`config.mk`:
```
export PLATFORM = sky130hd
export DESIGN_NAME = gpio_port_ctrl
export DESIGN_NICKNAME = d
export VERILOG_FILES = /design/src/rtl/gpio_port_pkg.sv /design/src/rtl/gpio_port_regs.sv /design/src/rtl/gpio_port_sync.sv /design/src/rtl/gpio_port_padmux.sv /design/src/rtl/gpio_port_ctrl.sv
export SDC_FILE = /design/constraint.sdc
export NUM_CORES = 1
export LEC_CHECK = 0
export ABC_AREA = 0
export BUFFER_PORTS_ARGS = -buffer_cell sky130_fd_sc_hd__buf_4
export CAP_MARGIN = 20
export CORE_MARGIN = 2
export CORE_UTILIZATION = 56
export DETAILED_ROUTE_END_ITERATION = 8
export PLACE_DENSITY = 0.86
export SLEW_MARGIN = 20
export SYNTH_ARGS = -nofsm -noshare
export SYNTH_HDL_FRONTEND = slang
export SYNTH_HIERARCHICAL = 1
export SYNTH_SLANG_ARGS = --single-unit
```
`constraint.sdc`:
```
create_clock -name clk -period 2.88 [get_ports clk]
set_input_delay 0.432 -clock clk [delete_from_list [all_inputs] [get_ports clk]]
set_output_delay 0.432 -clock clk [all_outputs]
set_load 0.1 [all_outputs]
```
`src/rtl/gpio_port_pkg.sv`:
```
package gpio_port_pkg;

  localparam int unsigned NUM_RW = 4;

  localparam logic [31:0] OFS_HANDOFF = 32'h00;
  localparam logic [31:0] OFS_INMODE  = 32'h04;
  localparam logic [31:0] OFS_DRIVE   = 32'h08;
  localparam logic [31:0] OFS_LEVEL   = 32'h0C;
  localparam logic [31:0] OFS_SAMPLE  = 32'h10;

  typedef enum logic [2:0] {
    SEL_HANDOFF = 3'd0,
    SEL_INMODE  = 3'd1,
    SEL_DRIVE   = 3'd2,
    SEL_LEVEL   = 3'd3,
    SEL_SAMPLE  = 3'd4,
    SEL_NONE    = 3'd7
  } reg_sel_e;

  // Map a byte offset onto a register select; anything else is unmapped.
  function automatic reg_sel_e decode_offset(input logic [31:0] ofs);
    case (ofs)
      OFS_HANDOFF: return SEL_HANDOFF;
      OFS_INMODE:  return SEL_INMODE;
      OFS_DRIVE:   return SEL_DRIVE;
      OFS_LEVEL:   return SEL_LEVEL;
      OFS_SAMPLE:  return SEL_SAMPLE;
      default:     return SEL_NONE;
    endcase
  endfunction

  // Software drives a pad only with output mode (0) and drive enabled.
  function automatic logic sw_drives(input logic in_mode, input logic drive_en);
    return (!in_mode) && drive_en;
  endfunction

  // Reset value of writable register k: handoff and input-mode start set.
  function automatic logic rw_reset_bit(input int unsigned k);
    return (k == 0) || (k == 1);
  endfunction

endpackage

```
`src/rtl/gpio_port_regs.sv`:
```
module gpio_port_regs
  import gpio_port_pkg::*;
#(
  parameter int unsigned PINS   = 32,
  parameter int unsigned ADDR_W = 8
) (
  input  logic              clk,
  input  logic              rst_n,
  input  logic              bus_valid,
  input  logic              bus_write,
  input  logic [ADDR_W-1:0] bus_addr,
  input  logic [PINS-1:0]   bus_wdata,
  input  logic [PINS-1:0]   sample_lvl,
  output logic [PINS-1:0]   handoff,
  output logic [PINS-1:0]   in_mode,
  output logic [PINS-1:0]   drive_en,
  output logic [PINS-1:0]   out_level,
  output logic [PINS-1:0]   bus_rdata
);

  localparam int unsigned NREG = NUM_RW;

  reg_sel_e          sel;
  logic [NREG-1:0]   wr_hit;
  logic              any_wr_hit;
  logic              rd_strobe;
  logic              wr_strobe;
  logic [PINS-1:0]   regs_q [NREG];
  logic [PINS-1:0]   rd_word;
  logic [PINS-1:0]   rdata_q;
  logic [NREG*PINS-1:0] regs_flat;

  assign sel        = decode_offset(32'(bus_addr));
  assign rd_strobe  = bus_valid && !bus_write;
  assign wr_strobe  = bus_valid && bus_write;
  assign any_wr_hit = |wr_hit;

  for (genvar k = 0; k < NREG; k++) begin : g_rw
    assign wr_hit[k] = wr_strobe && (sel == reg_sel_e'(3'(k)));
    assign regs_flat[k*PINS +: PINS] = regs_q[k];

    always_ff @(posedge clk or negedge rst_n) begin
      if (!rst_n)         regs_q[k] <= {PINS{rw_reset_bit(k)}};
      else if (wr_hit[k]) regs_q[k] <= bus_wdata;
    end

    // A mapped write lands whole on its edge
    assert_write_lands_R2: assert property (@(posedge clk) disable iff (!rst_n)
      wr_hit[k] |=> (regs_q[k] == $past(bus_wdata)));
  end

  assign handoff   = regs_q[0];
  assign in_mode   = regs_q[1];
  assign drive_en  = regs_q[2];
  assign out_level = regs_q[3];

  always_comb begin
    case (sel)
      SEL_HANDOFF: rd_word = regs_q[0];
      SEL_INMODE:  rd_word = regs_q[1];
      SEL_DRIVE:   rd_word = regs_q[2];
      SEL_LEVEL:   rd_word = regs_q[3];
      SEL_SAMPLE:  rd_word = sample_lvl;
      default:     rd_word = '0;
    endcase
  end

  always_ff @(posedge clk or negedge rst_n) begin
    if (!rst_n)         rdata_q <= '0;
    else if (rd_strobe) rdata_q <= rd_word;
    else                rdata_q <= '0;
  end

  assign bus_rdata = rdata_q;

  // Writes that miss every writable register leave all state untouched
  assert_ignored_write_R7: assert property (@(posedge clk) disable iff (!rst_n)
    (wr_strobe && !any_wr_hit) |=> $stable(regs_flat));

  // Unmapped reads return zero
  assert_unmapped_read_zero_R8: assert property (@(posedge clk) disable iff (!rst_n)
    (rd_strobe && sel == SEL_NONE) |=> (bus_rdata == '0));

  // No strobe, no data
  assert_idle_rdata_zero_R2: assert property (@(posedge clk) disable iff (!rst_n)
    !rd_strobe |=> (bus_rdata == '0));

endmodule

```
`src/rtl/gpio_port_sync.sv`:
```
module gpio_port_sync #(
  parameter int unsigned PINS = 32
) (
  input  logic            clk,
  input  logic            rst_n,
  input  logic [PINS-1:0] pad_in,
  output logic [PINS-1:0] level
);

  logic [PINS-1:0] meta_q;
  logic [PINS-1:0] stable_q;
  logic [1:0]      edges_q;
  logic            settled;

  for (genvar i = 0; i < PINS; i++) begin : g_pin
    always_ff @(posedge clk or negedge rst_n) begin
      if (!rst_n) begin
        meta_q[i]   <= 1'b0;
        stable_q[i] <= 1'b0;
      end else begin
        meta_q[i]   <= pad_in[i];
        stable_q[i] <= meta_q[i];
      end
    end
  end

  assign level = stable_q;

  // Edges since reset, saturating, so the latency check never reaches before reset
  always_ff @(posedge clk or negedge rst_n) begin
    if (!rst_n)             edges_q <= 2'd0;
    else if (edges_q != 2'd2) edges_q <= edges_q + 2'd1;
  end
  assign settled = (edges_q == 2'd2);

  assert_two_edge_latency_R6: assert property (@(posedge clk) disable iff (!rst_n)
    settled |-> (level == $past(pad_in, 2)));

endmodule

```
`src/rtl/gpio_port_padmux.sv`:
```
module gpio_port_padmux
  import gpio_port_pkg::*;
#(
  parameter int unsigned PINS = 32
) (
  input  logic [PINS-1:0] handoff,
  input  logic [PINS-1:0] in_mode,
  input  logic [PINS-1:0] drive_en,
  input  logic [PINS-1:0] out_level,
  input  logic [PINS-1:0] periph_out,
  input  logic [PINS-1:0] periph_oe,
  output logic [PINS-1:0] pad_out,
  output logic [PINS-1:0] pad_oe
);

  for (genvar i = 0; i < PINS; i++) begin : g_pin
    logic sw_oe;
    assign sw_oe     = sw_drives(in_mode[i], drive_en[i]);
    assign pad_out[i] = handoff[i] ? periph_out[i] : out_level[i];
    assign pad_oe[i]  = handoff[i] ? periph_oe[i]  : sw_oe;
  end

endmodule

```
`src/rtl/gpio_port_ctrl.sv`:
```
module gpio_port_ctrl #(
  parameter int unsigned PINS   = 32,
  parameter int unsigned ADDR_W = 8
) (
  input  logic              clk,
  input  logic              rst_n,
  input  logic              bus_valid,
  input  logic              bus_write,
  input  logic [ADDR_W-1:0] bus_addr,
  input  logic [PINS-1:0]   bus_wdata,
  output logic [PINS-1:0]   bus_rdata,
  input  logic [PINS-1:0]   pad_in,
  output logic [PINS-1:0]   pad_out,
  output logic [PINS-1:0]   pad_oe,
  input  logic [PINS-1:0]   periph_out,
  input  logic [PINS-1:0]   periph_oe,
  output logic [PINS-1:0]   periph_in,
  output logic [PINS-1:0]   pin_level
);

  logic [PINS-1:0] handoff;
  logic [PINS-1:0] in_mode;
  logic [PINS-1:0] drive_en;
  logic [PINS-1:0] out_level;
  logic [PINS-1:0] synced;

  gpio_port_sync #(.PINS(PINS)) u_sync (
    .clk    (clk),
    .rst_n  (rst_n),
    .pad_in (pad_in),
    .level  (synced)
  );

  gpio_port_regs #(.PINS(PINS), .ADDR_W(ADDR_W)) u_regs (
    .clk        (clk),
    .rst_n      (rst_n),
    .bus_valid  (bus_valid),
    .bus_write  (bus_write),
    .bus_addr   (bus_addr),
    .bus_wdata  (bus_wdata),
    .sample_lvl (synced),
    .handoff    (handoff),
    .in_mode    (in_mode),
    .drive_en   (drive_en),
    .out_level  (out_level),
    .bus_rdata  (bus_rdata)
  );

  gpio_port_padmux #(.PINS(PINS)) u_mux (
    .handoff    (handoff),
    .in_mode    (in_mode),
    .drive_en   (drive_en),
    .out_level  (out_level),
    .periph_out (periph_out),
    .periph_oe  (periph_oe),
    .pad_out    (pad_out),
    .pad_oe     (pad_oe)
  );

  assign periph_in = pad_in;
  assign pin_level = synced;

  // A software pin never drives unless both settings agree
  assert_no_half_drive_R5: assert property (@(posedge clk) disable iff (!rst_n)
    ((~handoff) & pad_oe & (in_mode | ~drive_en)) == '0);

  // Handed-off pins mirror the peripheral
  assert_handoff_follows_R3: assert property (@(posedge clk) disable iff (!rst_n)
    (handoff & ((pad_oe ^ periph_oe) | (pad_out ^ periph_out))) == '0);

  // Software pins present the stored output level
  assert_sw_level_R4: assert property (@(posedge clk) disable iff (!rst_n)
    ((~handoff) & (pad_out ^ out_level)) == '0);

endmodule

```
* Word level (Yosys, flattened, before mapping)
Index checks and enable logic that the tools add are counted.
** Operators by class
- Eq/ne operators :: 8
- Mux-type cells :: 67
- Reductions and logical operators :: 73
** Operators with widths (count)
- $pmux 32 s5 :: 1
- $mux 1 :: 64
- $logic_and 1x1->1 :: 38
- $logic_not 1->1 :: 33
- $mux 32 :: 1
- $eq 8x4->1 const B :: 2
- $pmux 3 s5 :: 1
- $eq 8x3->1 const B :: 1
- $eq 8x5->1 const B :: 1
- $logic_not 8->1 :: 1
- $eq 3x2->1 const B :: 2
- $eq 3x1->1 const B :: 1
- $eq 3x3->1 const B :: 1
- $logic_not 3->1 :: 1
** Storage, ports and cells
- Flip-flop bits (word level) :: 224
- Output and inout port bits :: 160
- Logic and storage cells :: 217

* Logic depth before layout (Yosys ltp)
Gate-level depths: netlist of run 1.
- Depth in word-level cells :: 5
- Depth in mapped cells :: 7
- Gate-level depth less buffers :: 4

* Hierarchy
Netlist of run 1, hierarchy kept.
** By module, submodules not included
- gpio_port_regs :: times used 1, cells each 499, area each 6981.7 µm²
- gpio_port_sync :: times used 1, cells each 64, area each 1601.5 µm²
- gpio_port_padmux :: times used 1, cells each 128, area each 960.9 µm²
- gpio_port_ctrl :: times used 1, cells each 32, area each 240.2 µm²

* Worst setup path after synthesis of run 1
OpenSTA, ideal clock, no wires.
- Kind :: flip-flop to output port
- Start :: reg u_regs.regs_q, in the netlist u_regs/handoff[0]
- End :: out pad_oe[0]
- Arrival :: 1.848 ns
- Data required time :: 2.448 ns
- Setup slack :: 0.600 ns
- Cell stages (with the launch flop) :: 3
- Path buffers :: 0
- Cell sequence :: dfstp_2 -> nand2b_1 -> o21ai_1
** Between the ends
- Longest elaborated chain between the ends :: 1
** Ends and longest elaborated chain
- start: declaration :: line gpio_port_regs.sv:28 : logic [PINS-1:0] regs_q [NREG];
- start signal: indexed assignment :: line gpio_port_regs.sv:43 : if (!rst_n) regs_q[k] <= {PINS{rw_reset_bit(k)}};
- start signal: indexed assignment :: line gpio_port_regs.sv:44 : else if (wr_hit[k]) regs_q[k] <= bus_wdata;
- $mux 1 :: line gpio_port_padmux.sv:20 : assign pad_oe[i] = handoff[i] ? periph_oe[i] : sw_oe;
- end: declaration :: line gpio_port_ctrl.sv:14 : output logic [PINS-1:0] pad_oe,
No other way between the ends.

* Final worst setup path of run 1
- Start :: reg u_regs.regs_q, in the netlist u_regs/handoff[26]
- End :: out pad_out[26]
** Between the ends
- Longest elaborated chain between the ends :: 1
** Ends and longest elaborated chain
- $mux 1 :: line gpio_port_padmux.sv:19 : assign pad_out[i] = handoff[i] ? periph_out[i] : out_level[i];
- end: declaration :: line gpio_port_ctrl.sv:13 : output logic [PINS-1:0] pad_out,
No other way between the ends.

==> results of run 1 <==
through the flow:
| step | hold slack, ps | util [%] | power [mW] |
|---|---|---|---|
| 2_1_floorplan | 136 | - | 4.10 |
| 3_3_place_gp | 331 | 70.4 | 4.48 |
| 3_5_place_dp | 335 | 70.4 | 4.50 |
| 4_1_cts | 36.2 | 75.2 | 7.64 |
| 5_1_grt | 36.2 | 75.2 | 7.82 |
| 6_report | 50.8 | 75.2 | 7.59 |
sequential cells by signal, summed over array words and instances (netlist names):
| register | count |
|---|---|
| u_regs/bus_rdata | 32 |
| u_regs/drive_en | 32 |
| u_regs/handoff | 32 |
| u_regs/in_mode | 32 |
| u_regs/out_level | 32 |
| u_sync/level | 32 |
| u_sync/meta_q | 32 |
cell usage after synthesis:
cell type / instances / area (um2)
dfrtp_1: 160 / 4000
mux2_2: 65 / 732
dfstp_2: 64 / 1680
mux2i_1: 64 / 641
mux2_1: 63 / 709
buf_4: 34 / 255
nand2_1: 34 / 128
nor2_1: 34 / 128
a21oi_1: 32 / 160
mux2_4: 32 / 480
nand2b_1: 32 / 200
o21ai_1: 32 / 160
o22ai_1: 32 / 200
buf_2: 17 / 85.1
clkbuf_1: 13 / 48.8
buf_6: 3 / 33.8
nand4b_4: 2 / 47.6
nor3_2: 2 / 20.0
a211oi_1: 1 / 7.51
and2b_1: 1 / 7.51
and3_1: 1 / 6.26
and4_1: 1 / 8.76
nand3_1: 1 / 5.00
nand3b_1: 1 / 7.51
nand4_4: 1 / 21.3
nor2b_1: 1 / 6.26
area by class of cell:
type                       count  area, um2  area share, %
multi-input combinational    432       3690           28.6
sequential                   224       5690           44.0
tap                          225        282           2.18
timing repair buffer         317       2450           19.0
clock buffer                  32        659           5.11
clock inverter                 9        148           1.14
repair_timing:
item | in CTS | in global routing
hold buffers | 1 | 0
hold endpoints to repair | 56 | 0
resized for setup | 0 | 0
power breakdown:
group	switching, mW	internal (mW)
combinational	0.798	0.319
sequential	0.0682	3.26
clock	1.19	1.95
total	2.05	5.53
how the worst max path moves through the flow:
stage	startpoint	endpoint	slack (ps)	depth (start not counted)
after floorplan	u_regs/handoff[0]	pad_oe[0]	600	2
after global placement	bus_addr[5]	u_regs/out_level[0]	420	6
after detailed placement	bus_addr[5]	u_regs/out_level[22]	360	6
after CTS	u_regs/handoff[26]	pad_out[26]	800	2
after global routing	bus_addr[5]	u_regs/out_level[21]	750	6
final	u_regs/handoff[26]	pad_out[26]	820	2
metal layers:
| metal | vias to the layer above | share of wire, % | track usage, % |
|---|---|---|---|
| met4 | 0 | 2.7 | 10.1 |
| met3 | 57 | 7.6 | 5.33 |
| met1 | 3448 | 38 | 33.2 |
| met2 | 322 | 52 | 48.7 |
| li1 | 3071 | - | - |
| met5 | - | 0 | 0 |
worst max-delay path: cells and delay by family (launching register included):
kind                   cells  cell delay, ps
DFF                        1             590
muxes                      1             320
buffers and inverters      1             230
cell families after synthesis:
family | Yosys count | share of synthesized area (%)
flip-flops | 224 | 58.1
AO/OA/AOI/OAI | 97 | 5.40
AND/OR/NAND/NOR | 111 | 5.98
buffers and inverters | 67 | 4.32
multiplexers | 224 | 26.2
==> impl_results.md, run 1 <==
- Status: complete, no violations
- FMAX: 485 MHz
- Gate count of the mapped netlist: 723
- Syn. warnings: 6
- Max Slew Vio Count: 0
- CP Max Fanout: 5
- Critical path data required time: 2450 ps
- Kind of critical path: register to primary output
- DRT iter0 DRCs: 394
- FF-to-FF Start: u_regs/handoff[28]
- First-pass GRT wire length: 39,100 um
- Post-place setup slack: 358 ps
- DR pass1 iterations: 5
- Placed cell area: 0.0121 mm2
- Width of the die: 136 um
- Worst rel slew slack: 58.6%
- Layout cells sized above 1: 51.5%
- Fillers: 1,138
- Worst setup SP type: register
- Commonest cells after routing, fill and taps aside: buf_4 (310), dfrtp_1 (160), mux2_2 (65), mux2i_1 (64), dfstp_2 (64)
- WHS Endpoint: u_sync/meta_q[10]
- DP HPWL: 17,400 um
- # Post-CTS Setup Buffers: 0
- Hold_sp: pad_in[10]
- Inst Count DP: 1,197
- Diode count: 0
- Hold Path Stages: 1
- WL per Instance: 20.7 um
- Routed wire length: 25,600 um
- P_leak: 6.55 nW
- Max_cap viols: 0
- Drt via density: 5.57
- Seq/Total Area, Yosys: 58.1%
- CTS tree: yes
- PortBufs: 299
- Total number of vias: 6,898
- Syn avg cell area: 13.5 um2
- Area Growth Syn to Fin: 32.0%
- CP arrival: 1630 ps
- Register-to-Register Path Depth: 4
- GRT Overall Usage: 27.4%
- Final Skew: 8.01 ps
- Setup violations, final: 0
- Vias in the first global route: 7,342
- TritonCTS Buffers: 23
- Final hold vios: 0
- CP cell instances: mux2_4, buf_4
- Num rows: 48
- Non-Filler Instances: 1,239
- Clock latency at the later pin of the worst-skew pair: 500 ps
- Final period utilization: 71.6%
- Layout Nets: 1,138
- Final ANT Viol Nets: 0
- Gpl congestion: 0.893
- Worst r2r dst: u_regs/bus_rdata[28]
- Syn_nets: 863
- Starting density of the core: 57.0%
- CTS Root Buffer Type: clkbuf_16
- Crit path capture type: primary output
- Setup TNS: 0 ps
- Tmin final: 2060 ps
- Pin count of the biggest net entering global routing: 85
- R2r setup slk: 1740 ps
- DIE AREA: 0.0185 mm2
- CTS Sinks: 224
- VDD IR max: 521 uV
- HP Class: input port to register
- Design area: 0.0129 mm2
- Post-synth cell types: 26
- DRC: 0
- Measured slew at the worst slew-check pin: 620 ps
- Boundary pin count: 300
- Leading cell type in the layout, fill and taps excluded: buf_4
- Mapped Area: 0.00978 mm2
- Chip Height: 136 um
- Core Box Area: 0.0172 mm2
- Crit-path max cell delay: 590 ps
- CTS clk-pin slew, worst paths: 60 ps
- RSZ-0062 raised after global routing: false
- P per Cell Area: 588 mW/mm2
- Final Worst Setup Slack: 817 ps
- Clk buf depth: 3
- Slowest CP cell: dfstp_2
- CTS H-tree depth: 1
- Initial antenna violation count: 0
- GRT Residual Overflow: 0
- Flops & latches, synth: 224
(Power assumes the default switching activity.)
==> run 2: changes to the inputs <==
- CORE_UTILIZATION: 56 -> 52
- PLACE_DENSITY: 0.86 -> 0.81
- clock period: 2.88 -> 2 ns (I/O delays scaled with it)
==> impl_results.md, run 2 (synthesis results as in run 1) <==
- Status: complete, no violations
- Starting density of the core: 52.7% (-4.3 points)
- Area Growth Syn to Fin: 37.6%
- Max Slew Vio Count: 0 (unchanged)
- RSZ-0062 raised after global routing: false
- Routed wire length: 26,600 um (+3.8%)
- Setup violations, final: 0 (unchanged)
- DRT iter0 DRCs: 300 (-24%)
- Drt via density: 5.49 (-1.3%)
- WL per Instance: 20.5 um (-0.80%)
- CTS tree: yes
- Clk buf depth: 3 (unchanged)
- P per Cell Area: 810 mW/mm2 (+38%)
- Vias in the first global route: 7,657 (+4.3%)
- Measured slew at the worst slew-check pin: 540 ps (-79.9 ps)
- Gpl congestion: 0.813 (-9.0%)
- Final Skew: 7.67 ps (-0.340 ps)
- CP Max Fanout: 5 (unchanged)
- Core Box Area: 0.0186 mm2 (+8.2%)
- Total number of vias: 7,124 (+3.3%)
- Commonest cells after routing, fill and taps aside: buf_4 (321), dfrtp_1 (160), mux2_2 (65), mux2i_1 (64), dfstp_2 (64)
- VDD IR max: 719 uV (+38%)
- Critical path data required time: 1700 ps (-750 ps)
- Diode count: 0 (unchanged)
- Util after Layout: 72.5% (-2.7 points)
- Final hold vios: 0 (unchanged)
- R2r setup slk: 820 ps (-920 ps)
- P_leak: 6.80 nW (+3.9%)
- CTS Root Buffer Type: clkbuf_16
- Hold WS: 23.7 ps (-27.1 ps)
- TritonCTS Buffers: 25 (+8.7%)
- PortBufs: 299 (unchanged)
- DRC: 0 (unchanged)
- HP Class: input port to register
- Layout Nets: 1,184 (+4.0%)
- Clock latency at the later pin of the worst-skew pair: 520 ps (+20 ps)
- Layout cells sized above 1: 53.5% (+2.0 points)
- DIE AREA: 0.0199 mm2 (+7.5%)
- Fillers: 1,219 (+7.1%)
- Final period utilization: 97.9%
- First-pass GRT wire length: 41,300 um (+5.4%)
- Pwr Total: 10.9 mW (+44%)
- Worst rel slew slack: 64.0% (+5.4 points)
- Pin count of the biggest net entering global routing: 69 (-19%)
- Num rows: 50 (+4.2%)
- Max_cap viols: 0 (unchanged)
- CTS H-tree depth: 1 (unchanged)
- GRT Residual Overflow: 0 (unchanged)
- CP arrival: 1660 ps (+30 ps)
- Chip Height: 141 um (+3.7%)
- Non-Filler Instances: 1,297 (+4.7%)
- DP HPWL: 17,800 um (+1.8%)
- Leading cell type in the layout, fill and taps excluded: buf_4
- Crit path capture type: primary output
- Initial antenna violation count: 0 (unchanged)
- Boundary pin count: 300 (unchanged)
- Width of the die: 141 um (+3.7%)
- Worst setup SP type: register
- CTS clk-pin slew, worst paths: 60 ps (about the same)
- Final ANT Viol Nets: 0 (unchanged)
- GRT Overall Usage: 26.2% (-1.3 points)
- # Post-CTS Setup Buffers: 0 (unchanged)
- DR pass1 iterations: 4 (-1)
- FMAX: 511 MHz
- CTS Sinks: 224 (unchanged)
- Inst Count DP: 1,218 (+1.8%)
- Kind of critical path: register to primary output
- PostCTS Resize Cnt: 0 (unchanged)
- Tmin final: 1960 ps
- Setup TNS: 0 ps (unchanged)
==> run 2: changes by cell type in the layout (fill, tap and decap cells not counted) <==
cell,previous run,this run
dlygate4sd3_1,1,33
o21ai_1,32,0
o21ai_2,0,32
buf_4,310,321
bufinv_16,4,1
clkinv_2,4,7
clkbuf_1,4,6
clkbuf_16,23,25
buf_12,5,6
clkbuf_8,5,6
clkinvlp_4,1,0
inv_6,0,1
==> run 2: path summary, 6_finish.rpt <==
check / depth (start not counted) / from / to
worst min register to register: 0 / u_sync/meta_q[14] / u_sync/level[14]
worst max register to register: 4 / u_regs/handoff[18] / u_regs/bus_rdata[18]
max in group asynchronous: 3 / rst_n / u_regs/in_mode[25]
worst max-delay path: 2 / u_regs/handoff[27] / pad_out[27]
min in group asynchronous: 2 / rst_n / u_sync/meta_q[20]
worst min-delay path: 2 / bus_wdata[14] / u_regs/handoff[14]
==> run 2: what timing repair did <==
action / 4_1_cts / 5_1_grt
hold buffers: 33 / 0
endpoints found under the setup margin: 0 / 0
endpoints found under the hold margin: 82 / 0
==> run 2: worst max-delay path, cell delays in order, from the launching register on <==
cell and delay, ps:
dfstp_2 590, mux2_4 310, buf_4 230
==> run 2: power by group <==
part	internal [mW]	leakage, nW	switching, mW
Sequential	4.70	2.74	0.102
Combinational	0.511	3.66	1.17
Clock	2.65	0.404	1.78
==> run 2: cell type report <==
cell class / instances / area [um2] / area share (%)
Tap cell: 234 / 293 / 2.17
Multi-Input combinational cell: 432 / 3810 / 28.3
Sequential cell: 224 / 5690 / 42.2
Clock inverter: 9 / 73.8 / 0.548
Clock buffer: 37 / 731 / 5.43
Timing Repair Buffer: 361 / 2880 / 21.3
==> run 2: metal layers <==
metal / share of wire (%) / vias up / GRT usage (%) / routed length (um)
met4: 2.7 / 0 / 9.16 / 730
met2: 51 / 309 / 45.8 / 13500
met3: 7.3 / 60 / 5.67 / 1950
li1: - / 3165 / - / -
met1: 39 / 3590 / 32.2 / 10400
met5: 0 / - / 0 / 0
==> run 2: stage by stage <==
step	setup slack, ps	area [um2]
after global routing	6.77	13500
after CTS	28.3	13500
after floorplan	372	9900
after global placement	72.5	12300
final	41.3	13500
after detailed placement	2.92	12300
==> run 3: changes to the inputs <==
- ABC_AREA: 0 -> 1
- PLACE_DENSITY: 0.81 -> 0.8
==> impl_results.md, run 3 <==
- Hold_sp: bus_wdata[20]
- CTS Sinks: 224 (unchanged)
- Total number of vias: 9,404 (+32%)
- FMAX: 523 MHz (+2.4%)
- GRT Overall Usage: 29.0% (+2.8 points)
- Clock power frac: 39.8% (-0.8 points)
- Num rows: 51 (+2.0%)
- Yosys top cell by area: dfrtp_1
- Clock latency at the later pin of the worst-skew pair: 520 ps (about the same)
- Buf/Inv on CP: 1 (unchanged)
- P_int: 8.31 mW (+5.7%)
- CTS Root Buffer Type: clkbuf_16
- Post-place setup slack: 312 ps (+309 ps)
- Starting density of the core: 52.8% (+0.13 points)
- Ys flop type: dfrtp_1
- Top delay family on crit path: flip-flops
- Final Worst Setup Slack: 86.6 ps (+45.3 ps)
- Most common cell in the netlist: nand2_1
- Worst rel slew slack: 65.3% (+1.3 points)
- Post-synth ARST share: 100% (unchanged)
- Worst setup SP type: register
- CTS H-tree depth: 1 (unchanged)
- Final Skew: 16.1 ps (+8.45 ps)
- DRT iter0 DRCs: 625 (+110%)
- P per Cell Area: 854 mW/mm2 (+5.5%)
- Seq/Total Area, Yosys: 55.7% (-2.4 points)
- TritonCTS Buffers: 24 (-4.0%)
- Layout cells sized above 1: 32.8% (-21 points)
- Core Box Area: 0.0193 mm2 (+4.1%)
- P_leak: 7.05 nW (+3.6%)
- Commonest cells after routing, fill and taps aside: nand2_1 (392), buf_4 (310), dfrtp_1 (160), nand3_1 (133), o21ai_0 (118)
- Drt via density: 5.18 (-5.7%)
- Syn. warnings: 6 (unchanged)
- Syn avg cell area: 8.38 um2 (-38%)
- Max_cap viols: 0 (unchanged)
- DR pass1 iterations: 5 (+1)
- Top post-synthesis cells by count: nand2_1 (392), dfrtp_1 (160), nand3_1 (133)
- Switching share of power: 30.8% (+2.8 points)
- Status: complete, no violations
- WL per Instance: 16.6 um (-19%)
- Diode count: 0 (unchanged)
- CP arrival: 1610 ps (-50 ps)
- CTS clk-pin slew, worst paths: 60 ps (about the same)
- # Post-CTS Setup Buffers: 0 (unchanged)
- Gpl congestion: 0.907 (+12%)
- Clk buf depth: 3 (unchanged)
- GRT Residual Overflow: 0 (unchanged)
- CP dominant cell by count: nand2_1
- Register Area: 0.00569 mm2 (unchanged)
- CTS tree: yes
- Initial antenna violation count: 0 (unchanged)
- Critical path data required time: 1700 ps (about the same)
- First-pass GRT wire length: 47,200 um (+14%)
- Ranking of synthesized cells by area: dfrtp_1 (39%), dfstp_2 (16%), nand2_1 (14%), nand3_1 (6.5%), o21ai_0 (5.8%)
- Flops & latches, synth: 224 (unchanged)
- Vias in the first global route: 9,351 (+22%)
- Sw Pwr: 3.69 mW (+21%)
- Reg power frac: 40.5% (-3.5 points)
- VDD IR max: 729 uV (+1.5%)
- Routed wire length: 30,100 um (+13%)
- Area Growth Syn to Fin: 37.6% (about the same)
- Post-synth EDFFs: 0 (unchanged)
- Final hold vios: 0 (unchanged)
- Comb pwr share: 19.7% (+4.3 points)
- Measured slew at the worst slew-check pin: 520 ps (-19.6 ps)
- FF-to-FF Start: u_regs/in_mode[22]
- CTS Hold Bufs: 50 (+52%)
- Setup TNS: 0 ps (unchanged)
- Fillers: 1,443 (+18%)
- DRC: 0 (unchanged)
- HP Class: input port to register
- Top cell type's share of synthesized area: 39.2% (-1.7 points)
- Gate count of the mapped netlist: 1,218 (+68%)
- Area of the multi-input gates: 0.00353 mm2 (-7.2%)
- Crit path capture type: primary output
- Final period utilization: 95.7% (-2.3 points)
- Crit-path max cell delay: 600 ps (about the same)
- Syn_nets: 1,358 (+57%)
- Mapped Area: 0.0102 mm2 (+4.3%)
- Leading cell type in the layout, fill and taps excluded: nand2_1
- Boundary pin count: 300 (unchanged)
- Layout Nets: 1,672 (+41%)
- Width of the die: 144 um (+2.1%)
- RSZ-0062 raised after global routing: false
- Setup violations, final: 0 (unchanged)
- DIE AREA: 0.0208 mm2 (+4.2%)
- DP HPWL: 19,200 um (+7.9%)
- Post-synth cell types: 21 (-19%)
- Slowest CP cell: dfstp_2
- Final ANT Viol Nets: 0 (unchanged)
- Chip Height: 144 um (+2.1%)
- PortBufs: 299 (unchanged)
- Tmin final: 1910 ps (-45.3 ps)
- Pin count of the biggest net entering global routing: 95 (+38%)
- CP Max Fanout: 5 (unchanged)
- CP cell instances: nand2_1, nand2_1, buf_4
- PostCTS Resize Cnt: 0 (unchanged)
- Critical Path Source: u_regs/handoff[30]
- Kind of critical path: register to primary output
- Max Slew Vio Count: 0 (unchanged)
-- run 3: area by class of cell --
type | count | share of cell area (%)
well taps | 265 | 2.36
multi-input cells | 769 | 25.2
repair buffers | 374 | 22.1
clock buffers | 33 | 5.01
clock inverters | 11 | 1.18
flip-flops and latches | 224 | 40.5
inverters | 139 | 3.71
-- run 3: worst paths after layout --
kind / end / slack (ps) / cells past startpoint
max: pad_oe[30] / 90 / 3
min: u_regs/drive_en[20] / 9 / 3
max reg2reg: u_regs/bus_rdata[22] / 1010 / 4
min reg2reg: u_sync/level[19] / 350 / 0
max in group asynchronous: u_regs/handoff[20] / 970 / 3
min in group asynchronous: u_sync/meta_q[20] / 310 / 2
-- run 3: power groups by stage --
| stage | Sequential (mW) | Combinational, mW | Clock (mW) |
|---|---|---|---|
| global route | 4.88 | 2.47 | 5.04 |
| finish | 4.86 | 2.37 | 4.77 |
| global placement | 4.93 | 2.26 | 0 |
| floorplan | 5.15 | 1.35 | 0 |
| CTS | 4.86 | 2.37 | 4.83 |
| detailed placement | 4.94 | 2.28 | 0 |
-- run 3: per-layer routing --
layer	global-route usage [%]	wire length, um	vias up
met4	12.5	1130	0
li1	-	-	4442
met3	4.30	2150	79
met1	36.4	11700	4451
met5	0	0	-
met2	50.1	15100	432
-- run 3: kinds of logic (layout without fill, tap and decap cells) --
group | count (synthesis) | in the layout | share of synthesized area, %
AO/OA/AOI/OAI | 157 | 157 | 7.70
AND/OR/NAND/NOR | 612 | 612 | 26.6
flip-flops | 224 | 224 | 55.7
buffers and inverters | 225 | 557 | 10.0
-- run 3: worst reg2reg max path, delay by kind of cell (launching register included) --
family	cells	cell delay, ps
compound gates	1	120
flops	1	550
simple gates	3	250
-- run 3: per-stage QoR --
| stage | utilization, % | hold WS [ps] | std cells | instance area (um2) | total power, mW |
|---|---|---|---|---|---|
| after global placement | 65.6 | 288 | 1721 | 12700 | 7.19 |
| after global routing | 72.7 | 18.7 | 1815 | 14000 | 12.4 |
| after floorplan | - | 4.41 | 1218 | 10200 | 6.50 |
| after detailed placement | 65.6 | 285 | 1721 | 12700 | 7.22 |
| final | 72.7 | 8.75 | 1815 | 14000 | 12.0 |
| after CTS | 72.7 | 3.46 | 1815 | 14000 | 12.1 |
